===== config.mk =====
export PLATFORM = sky130hd
export DESIGN_NAME = tmr_pair_pwm
export DESIGN_NICKNAME = d
export VERILOG_FILES = /design/src/rtl/tmr_pkg.sv /design/src/rtl/tmr_divider.sv /design/src/rtl/tmr_pin_edge.sv /design/src/rtl/tmr_core.sv /design/src/rtl/tmr_pair_pwm.sv
export SDC_FILE = /design/constraint.sdc
export NUM_CORES = 1
export LEC_CHECK = 0
export ABC_AREA = 0
export BUFFER_PORTS_ARGS = -buffer_cell sky130_fd_sc_hd__buf_2
export CORE_ASPECT_RATIO = 1.1
export CORE_MARGIN = 4
export CORE_UTILIZATION = 40
export CTS_CLUSTER_DIAMETER = 200
export CTS_CLUSTER_SIZE = 20
export DETAILED_ROUTE_END_ITERATION = 7
export GPL_TIMING_DRIVEN = 0
export PLACE_DENSITY = 0.62
export SYNTH_ARGS = -nofsm -noshare
export SYNTH_HDL_FRONTEND = slang
export SYNTH_SLANG_ARGS = --single-unit

===== constraint.sdc =====
create_clock -name clk -period 2.5 [get_ports clk]
set_input_delay 0.125 -clock clk [delete_from_list [all_inputs] [get_ports clk]]
set_output_delay 0.125 -clock clk [all_outputs]
set_load 0.005 [all_outputs]

===== src/rtl/tmr_pkg.sv =====
package tmr_pkg;
  localparam logic [2:0] ADR_TMR_A = 3'd0;
  localparam logic [2:0] ADR_TMR_B = 3'd1;
  localparam logic [2:0] ADR_LOW   = 3'd2;
  localparam logic [2:0] ADR_CTRL  = 3'd3;
  localparam logic [2:0] ADR_OUTC  = 3'd4;

  typedef enum logic [1:0] {
    SRCA_DIV_LO  = 2'b00,
    SRCA_DIV_MID = 2'b01,
    SRCA_DIV_HI  = 2'b10,
    SRCA_NONE    = 2'b11
  } src_a_e;

  typedef enum logic [1:0] {
    SRCB_CHAIN = 2'b00,
    SRCB_SLOW  = 2'b01,
    SRCB_PIN   = 2'b10,
    SRCB_NONE  = 2'b11
  } src_b_e;
endpackage


===== src/rtl/tmr_divider.sv =====
module tmr_divider #(
  parameter int DIV = 16
) (
  input  logic clk,
  input  logic rst_n,
  input  logic en,
  output logic pulse
);
  localparam int CW = (DIV > 1) ? $clog2(DIV) : 1;
  localparam logic [CW-1:0] LAST = CW'(DIV - 1);

  logic [CW-1:0] cnt_q, cnt_n;

  always_comb begin
    cnt_n = cnt_q;
    if (en) cnt_n = (cnt_q == LAST) ? '0 : cnt_q + 1'b1;
  end

  always_ff @(posedge clk or negedge rst_n) begin
    if (!rst_n) cnt_q <= '0;
    else        cnt_q <= cnt_n;
  end

  assign pulse = en && (cnt_q == LAST);
endmodule


===== src/rtl/tmr_pin_edge.sv =====
module tmr_pin_edge #(
  parameter int STAGES = 2
) (
  input  logic clk,
  input  logic rst_n,
  input  logic pin,
  input  logic rise_sel,
  output logic pulse
);
  logic [STAGES-1:0] sync_q;
  logic              prev_q;

  always_ff @(posedge clk or negedge rst_n) begin
    if (!rst_n) begin
      sync_q <= '0;
      prev_q <= 1'b0;
    end else begin
      sync_q <= {sync_q[STAGES-2:0], pin};
      prev_q <= sync_q[STAGES-1];
    end
  end

  assign pulse = rise_sel ? (sync_q[STAGES-1] && !prev_q)
                          : (!sync_q[STAGES-1] && prev_q);

  // a detected edge lasts a single cycle
  p_edge_single_r6: assert property (@(posedge clk) disable iff (!rst_n)
    pulse |=> !pulse);
endmodule


===== src/rtl/tmr_core.sv =====
module tmr_core #(
  parameter int          W         = 8,
  parameter bit          PWM_EN    = 1'b0,
  parameter logic [W-1:0] RESET_VAL = '1
) (
  input  logic         clk,
  input  logic         rst_n,
  input  logic         tick,
  input  logic         stop,
  input  logic         wr_cnt,
  input  logic [W-1:0] wr_data,
  input  logic         out_en,
  input  logic         pwm_mode,
  input  logic [W-1:0] low_time,
  output logic [W-1:0] cnt,
  output logic         out,
  output logic         irq
);
  localparam logic [W-1:0] ONE = W'(1);

  logic [W-1:0] cnt_q, cnt_n, latch_q, latch_n;
  logic         hi_q, hi_n, tgl_q, tgl_n, out_q, out_n, irq_q, irq_n;
  logic         run, pwm_act, uf, at_end;

  assign pwm_act = PWM_EN && pwm_mode;
  assign run     = tick && !stop;
  assign at_end  = (cnt_q <= ONE);
  assign uf      = run && !pwm_act && (cnt_q == '0);

  always_comb begin
    latch_n = wr_cnt ? wr_data : latch_q;
    cnt_n   = cnt_q;
    hi_n    = pwm_act ? hi_q : 1'b0;
    if (wr_cnt && stop) begin
      cnt_n = wr_data;
    end else if (run) begin
      if (pwm_act) begin
        if (at_end) begin
          hi_n  = !hi_q;
          cnt_n = hi_q ? low_time : latch_q;
        end else begin
          cnt_n = cnt_q - 1'b1;
        end
      end else begin
        cnt_n = uf ? latch_q : cnt_q - 1'b1;
      end
    end
    tgl_n = (!out_en || pwm_act) ? 1'b0 : (uf ? !tgl_q : tgl_q);
    if (!pwm_act)               out_n = tgl_n;
    else if (latch_q == '0)     out_n = 1'b0;
    else if (low_time == '0)    out_n = 1'b1;
    else                        out_n = hi_n;
    irq_n = pwm_act ? (out_n && !out_q) : uf;
  end

  always_ff @(posedge clk or negedge rst_n) begin
    if (!rst_n) begin
      cnt_q   <= RESET_VAL;
      latch_q <= RESET_VAL;
      hi_q    <= 1'b0;
      tgl_q   <= 1'b0;
      out_q   <= 1'b0;
      irq_q   <= 1'b0;
    end else begin
      cnt_q   <= cnt_n;
      latch_q <= latch_n;
      hi_q    <= hi_n;
      tgl_q   <= tgl_n;
      out_q   <= out_n;
      irq_q   <= irq_n;
    end
  end

  assign cnt = cnt_q;
  assign out = out_q;
  assign irq = irq_q;

  p_stop_hold_r3: assert property (@(posedge clk) disable iff (!rst_n)
    (stop && !wr_cnt) |=> (cnt_q == $past(cnt_q)));
  p_reload_r1: assert property (@(posedge clk) disable iff (!rst_n)
    uf |=> (cnt_q == $past(latch_q)));
  p_irq_on_uf_r2: assert property (@(posedge clk) disable iff (!rst_n)
    uf |=> irq_q);
  p_toggle_r7: assert property (@(posedge clk) disable iff (!rst_n)
    (uf && out_en) |=> (out_q != $past(out_q)));
  p_pwm_zero_high_r9: assert property (@(posedge clk) disable iff (!rst_n)
    (pwm_act && latch_q == '0) |=> !out_q);
  p_pwm_zero_low_r9: assert property (@(posedge clk) disable iff (!rst_n)
    (pwm_act && latch_q != '0 && low_time == '0) |=> out_q);
endmodule


===== src/rtl/tmr_pair_pwm.sv =====
module tmr_pair_pwm #(
  parameter int W        = 8,
  parameter int DIV_LO   = 16,
  parameter int DIV_MID  = 32,
  parameter int DIV_HI   = 128,
  parameter int SLOW_DIV = 16,
  parameter int SYNC_LEN = 2
) (
  input  logic         clk,
  input  logic         rst_n,
  input  logic         wr_en,
  input  logic [2:0]   wr_addr,
  input  logic [W-1:0] wr_data,
  input  logic [2:0]   rd_addr,
  output logic [W-1:0] rd_data,
  input  logic         slow_tick,
  input  logic         cnt_pin,
  output logic         out_a,
  output logic         out_b,
  output logic         irq_a,
  output logic         irq_b
);
  import tmr_pkg::*;

  logic [1:0]   rst_sync_q;
  logic         rst_i;
  logic [W-1:0] ctrl_q, ctrl_n, outc_q, outc_n, low_q, low_n;
  logic         p_lo, p_mid, p_hi, p_slow, p_pin;
  logic         tick_a, tick_b, wr_ta, wr_tb;
  logic [W-1:0] cnt_a, cnt_b;
  src_a_e       src_a;
  src_b_e       src_b;

  always_ff @(posedge clk or negedge rst_n) begin
    if (!rst_n) rst_sync_q <= 2'b00;
    else        rst_sync_q <= {rst_sync_q[0], 1'b1};
  end
  assign rst_i = rst_sync_q[1];

  assign wr_ta = wr_en && (wr_addr == ADR_TMR_A);
  assign wr_tb = wr_en && (wr_addr == ADR_TMR_B);

  always_comb begin
    ctrl_n = ctrl_q;
    outc_n = outc_q;
    low_n  = low_q;
    if (wr_en) begin
      case (wr_addr)
        ADR_CTRL: ctrl_n = wr_data;
        ADR_OUTC: outc_n = wr_data;
        ADR_LOW:  low_n  = wr_data;
        default:  ;
      endcase
    end
  end

  always_ff @(posedge clk or negedge rst_i) begin
    if (!rst_i) begin
      ctrl_q <= '0;
      outc_q <= '0;
      low_q  <= '0;
    end else begin
      ctrl_q <= ctrl_n;
      outc_q <= outc_n;
      low_q  <= low_n;
    end
  end

  assign src_a = src_a_e'(ctrl_q[1:0]);
  assign src_b = src_b_e'(ctrl_q[3:2]);

  tmr_divider #(.DIV(DIV_LO))   u_div_lo   (.clk(clk), .rst_n(rst_i), .en(1'b1),      .pulse(p_lo));
  tmr_divider #(.DIV(DIV_MID))  u_div_mid  (.clk(clk), .rst_n(rst_i), .en(1'b1),      .pulse(p_mid));
  tmr_divider #(.DIV(DIV_HI))   u_div_hi   (.clk(clk), .rst_n(rst_i), .en(1'b1),      .pulse(p_hi));
  tmr_divider #(.DIV(SLOW_DIV)) u_div_slow (.clk(clk), .rst_n(rst_i), .en(slow_tick), .pulse(p_slow));

  tmr_pin_edge #(.STAGES(SYNC_LEN)) u_pin (
    .clk(clk), .rst_n(rst_i), .pin(cnt_pin), .rise_sel(outc_q[3]), .pulse(p_pin));

  always_comb begin
    case (src_a)
      SRCA_DIV_LO:  tick_a = p_lo;
      SRCA_DIV_MID: tick_a = p_mid;
      SRCA_DIV_HI:  tick_a = p_hi;
      default:      tick_a = 1'b0;
    endcase
    case (src_b)
      SRCB_CHAIN: tick_b = irq_a;
      SRCB_SLOW:  tick_b = p_slow;
      SRCB_PIN:   tick_b = p_pin;
      default:    tick_b = 1'b0;
    endcase
  end

  tmr_core #(.W(W), .PWM_EN(1'b0), .RESET_VAL({W{1'b1}})) u_tmr_a (
    .clk(clk), .rst_n(rst_i), .tick(tick_a), .stop(ctrl_q[4]),
    .wr_cnt(wr_ta), .wr_data(wr_data), .out_en(outc_q[0]),
    .pwm_mode(1'b0), .low_time(low_q), .cnt(cnt_a), .out(out_a), .irq(irq_a));

  tmr_core #(.W(W), .PWM_EN(1'b1), .RESET_VAL(W'(1))) u_tmr_b (
    .clk(clk), .rst_n(rst_i), .tick(tick_b), .stop(ctrl_q[5]),
    .wr_cnt(wr_tb), .wr_data(wr_data), .out_en(outc_q[1]),
    .pwm_mode(outc_q[2]), .low_time(low_q), .cnt(cnt_b), .out(out_b), .irq(irq_b));

  always_comb begin
    case (rd_addr)
      ADR_TMR_A: rd_data = cnt_a;
      ADR_TMR_B: rd_data = cnt_b;
      ADR_LOW:   rd_data = low_q;
      ADR_CTRL:  rd_data = ctrl_q;
      ADR_OUTC:  rd_data = outc_q;
      default:   rd_data = '0;
    endcase
  end

  // with the chained source, timer B sees at most one count per timer A request
  p_chain_single_r5: assert property (@(posedge clk) disable iff (!rst_i)
    (src_b == SRCB_CHAIN && irq_a) |=> !irq_a);
endmodule


==> summary.txt <==
Route
  – Post-route ant nets: 0
  – Drt pass-1 iters: 4
  – Detailed-route wire length: 11200 microns
  – Post-DR wirelength/cell: 17.9 microns
  – Drt initial violations: 192
  – DR vias/cell: 5.71
  – DR vias: 3568
  – Drt drc: 0

STA
  – Slew HR: 46.7%
  – Worst setup margin: 110 ps
  – Setup TNS Final: 0 ps
  – Final hold vios: 0
  – Final period demand of the worst path: 2390 ps
  – Max Fclk: 0.418 GHz
  – Clk_skew: 7.59 ps
  – Final setup vio count: 0
  – Pins over their slew limit: 0
  – Worst slew pin tran: 795 ps
  – Final clock period utilization by the worst path: 95.6%

Synthesis
  – Cell taking the most area after synthesis: dfrtp_1
  – Avg Synthesized Cell Area: 10.8 sq um
  – Seq/Total Area, Yosys: 47.3%
  – Total of warnings raised by yosys: 0
  – Fraction of registers with async set or reset after synthesis: 100%
  – Cells after Synth: 430
  – Post-synth EDFFs: 0
  – Post-Synth Simple-Gate Area: 14.8%
  – XOR/XNOR Fraction of Synth Area: 2.64%
  – Top-area cell type share of the netlist area: 37.1%
  – Syn Std Cell Area: 4650 sq um
  – Compound-cell area share of the yosys netlist: 13.1%
  – Largest family of logic cells by synthesized area: multiplexers
  – Top post-synthesis cells by area: dfrtp_1 37%, mux2_2 10%, dfstp_2 10%
  – Most common cell in the synthesized netlist: dfrtp_1
  – Top FF cell, synth: dfrtp_1
  – Distinct cells, synth: 56
  – Flops & latches, synth: 87
  – Post-synthesis mux area share: 16.4%
  – Syn_nets: 458
  – Post-synthesis adder-cell area fraction: 2.42%
  – Post-synth top cells: 69 x dfrtp_1, 43 x mux2_2, 34 x nand2_1, 26 x nor2_1, 21 x mux2i_1

Setup path
  – Worst Reg-to-Reg Cells: 8
  – Kind of critical path: flop to flop
  – CP Cell Sequence: inv_1, ha_1, or4b_4, or2_1, buf_6, a311oi_1, a31oi_1, o221ai_1
  – Req. time, crit path: 2750 ps
  – Slowest stage delay, CP: 500 ps
  – CP Max Fanout: 10
  – Worst Path Arrival: 2640 ps
  – CP max-delay cell: or4b_4
  – Worst Setup Start Kind: flop
  – Crit. End Element: flop

Final layout
  – Final net count: 498
  – Layout cell share with drive strength beyond 1: 25.9%
  – Area grow syn2layout: 14.3%
  – Fin cells: 625
  – Antenna cell count: 0

Global route
  – Pin count of the biggest net entering global routing: 58
  – GRT busiest layer: met2
  – Global-route wire length before repair: 18300 microns
  – Antenna violations before repair: 0
  – Grt total ovfl: 0
  – Met1 usage: 22.1%
  – Vias in the first global route: 3502
  – Met3 global-route usage: 2.44%
  – All-Layer GR Usage: 17.3%
  – Met2 Usage GRT: 29.0%

Power and ir drop
  – Peak VDD IR: 431 uV
  – Clock power share: 25.1%
  – Register share of total power: 43.3%
  – Pwr dens: 954 nW/um^2
  – Pint: 3.26 mW
  – Pleak: 2.20 nW
  – Total power: 5.07 mW
  – Combinational group share of total power: 31.5%
  – Switching share of power: 35.8%
  – NetSw: 1.81 mW

Clock network
  – Clk buf depth: 2
  – Setup Fix Bufs, Post-CTS: 0
  – CTS Buf Count: 9
  – CTS H-tree lvls: 3
  – Clk Latency, worst-skew pair: 340 ps
  – CTS Root Cell: clkbuf_16
  – # clock sinks: 87
  – CTS tree: built
  – CTS clk-pin slew, worst paths: 70 ps

Flow run
  – Max Cap Viol: 0

Floorplan
  – Io pins: 31
  – Die H: 121 microns
  – Die Wd: 111 microns
  – Die area: 13400 sq um
  – Core Area: 11400 sq um
  – Cell row count: 41
  – Initial Util: 40.6%

Min path
  – Hold Path Depth: 2
  – Min-delay worst type: input pin to flop

Placed design
  – Placed cell count: 607
  – Pre-CTS setup slack: -3.90 ps
  – DP HPWL: 8300 microns
  – I/O Buffers: 26
  – RePlAce Congestion: 0.897

Run status
  – Status: completed
## worst paths after layout
path / startpoint / endpoint / slack, ps
setup / recovery: u_tmr_b.cnt[0] / u_tmr_b.cnt[5] / 110
hold / removal: slow_tick / u_div_slow.cnt_q[0] / 70
setup reg to reg: u_tmr_b.cnt[0] / u_tmr_b.cnt[5] / 110
hold reg to reg: rst_sync_q[1] / ctrl_q[7] / 270
max in group asynchronous: rst_sync_q[1] / u_tmr_a.cnt[3] / 1580
min in group asynchronous: rst_n / rst_sync_q[1] / 90
## power groups by stage
stage          combinational [mW]  clock (mW)  sequential, mW
3_3_place_gp                 1.53           0            2.21
4_1_cts                      1.58        1.31            2.18
3_5_place_dp                 1.57           0            2.20
2_1_floorplan                1.24           0            2.06
5_1_grt                      1.79        1.37            2.24
6_report                     1.60        1.27            2.20
## per-layer routing
| layer | wire [microns] | share of wire [%] |
|---|---|---|
| met2 | 5560 | 50 |
| met3 | 425 | 3.8 |
| met1 | 4870 | 44 |
| met5 | 0 | 0 |
| met4 | 323 | 2.9 |
## flip-flops by register name, summed over array words and instances (netlist names)
register,cells
u_tmr_a.cnt,8
u_div_slow.cnt_q,4
ctrl_q,8
u_tmr_a.irq,1
u_tmr_b.irq,1
u_div_mid.cnt_q,5
u_tmr_b.cnt,8
u_tmr_b.hi_q,1
u_tmr_b.latch_q,8
outc_q,8
u_div_lo.cnt_q,4
u_pin.prev_q,1
low_q,8
u_div_hi.cnt_q,7
u_tmr_a.latch_q,8
u_tmr_b.out,1
rst_sync_q,2
u_pin.sync_q,2
u_tmr_a.out,1
u_tmr_b.tgl_q,1
## cells by family after synthesis
logic type      Yosys count
fa+ha+maj                 9
compound gates           86
mux                      67
simple gates            132
buf+inv                  34
other cells               1
flops                    87
xor+xnor                 14
## final cells by class
type                       count  area (sq um)
timing repair buffer          29           178
sequential                    87          2200
tap                          150           188
clock inverter                 7          52.6
clock buffer                   9           225
multi-input combinational    309          2310
inverter                      14          52.6
fill                        1068          6130
buffer                        20           101
## critical path: cells and delay by family (launching register included)
kind	cells	cell delay (ps)
buf+inv	2	350
flops	1	420
simple gates	2	810
compound gates	3	510
fa+ha+maj	1	190
## placed cells by master, fill, tap and decap left out, drive strengths merged, types with 3 or more instances in the layout
cell type	instances
a211oi	8
a21oi	8
a221o	7
a31oi	5
and2	3
and3	4
buf	34
clkbuf	22
clkinv	3
dfrtp	69
dfstp	18
ha	9
inv	17
mux2	43
mux2i	21
mux4	3
nand2	34
nand3	20
nand4	4
nor2	26
nor2b	3
nor3	12
nor3b	3
nor4	3
o211ai	9
o21ai	19
o221ai	5
o22a	4
o22ai	5
or3	7
or4	4
xnor2	8
xor2	6
## per-stage QoR
stage	area (sq um)	hold slack, ps	util, %
6_report	5310	66.7	46.5
5_1_grt	5310	98.5	46.5
4_1_cts	5300	60.1	46.3
3_5_place_dp	5000	-89.6	43.7
3_3_place_gp	4970	-90.3	43.4
2_1_floorplan	4650	-171	-
## timing repair
action                                  CTS  global route
hold buffers                              2             0
hold endpoints to repair                  3             0
endpoints found under the setup margin    2            17
resized for setup                         1             6
Note: power is estimated with default switching activity, not from simulation.
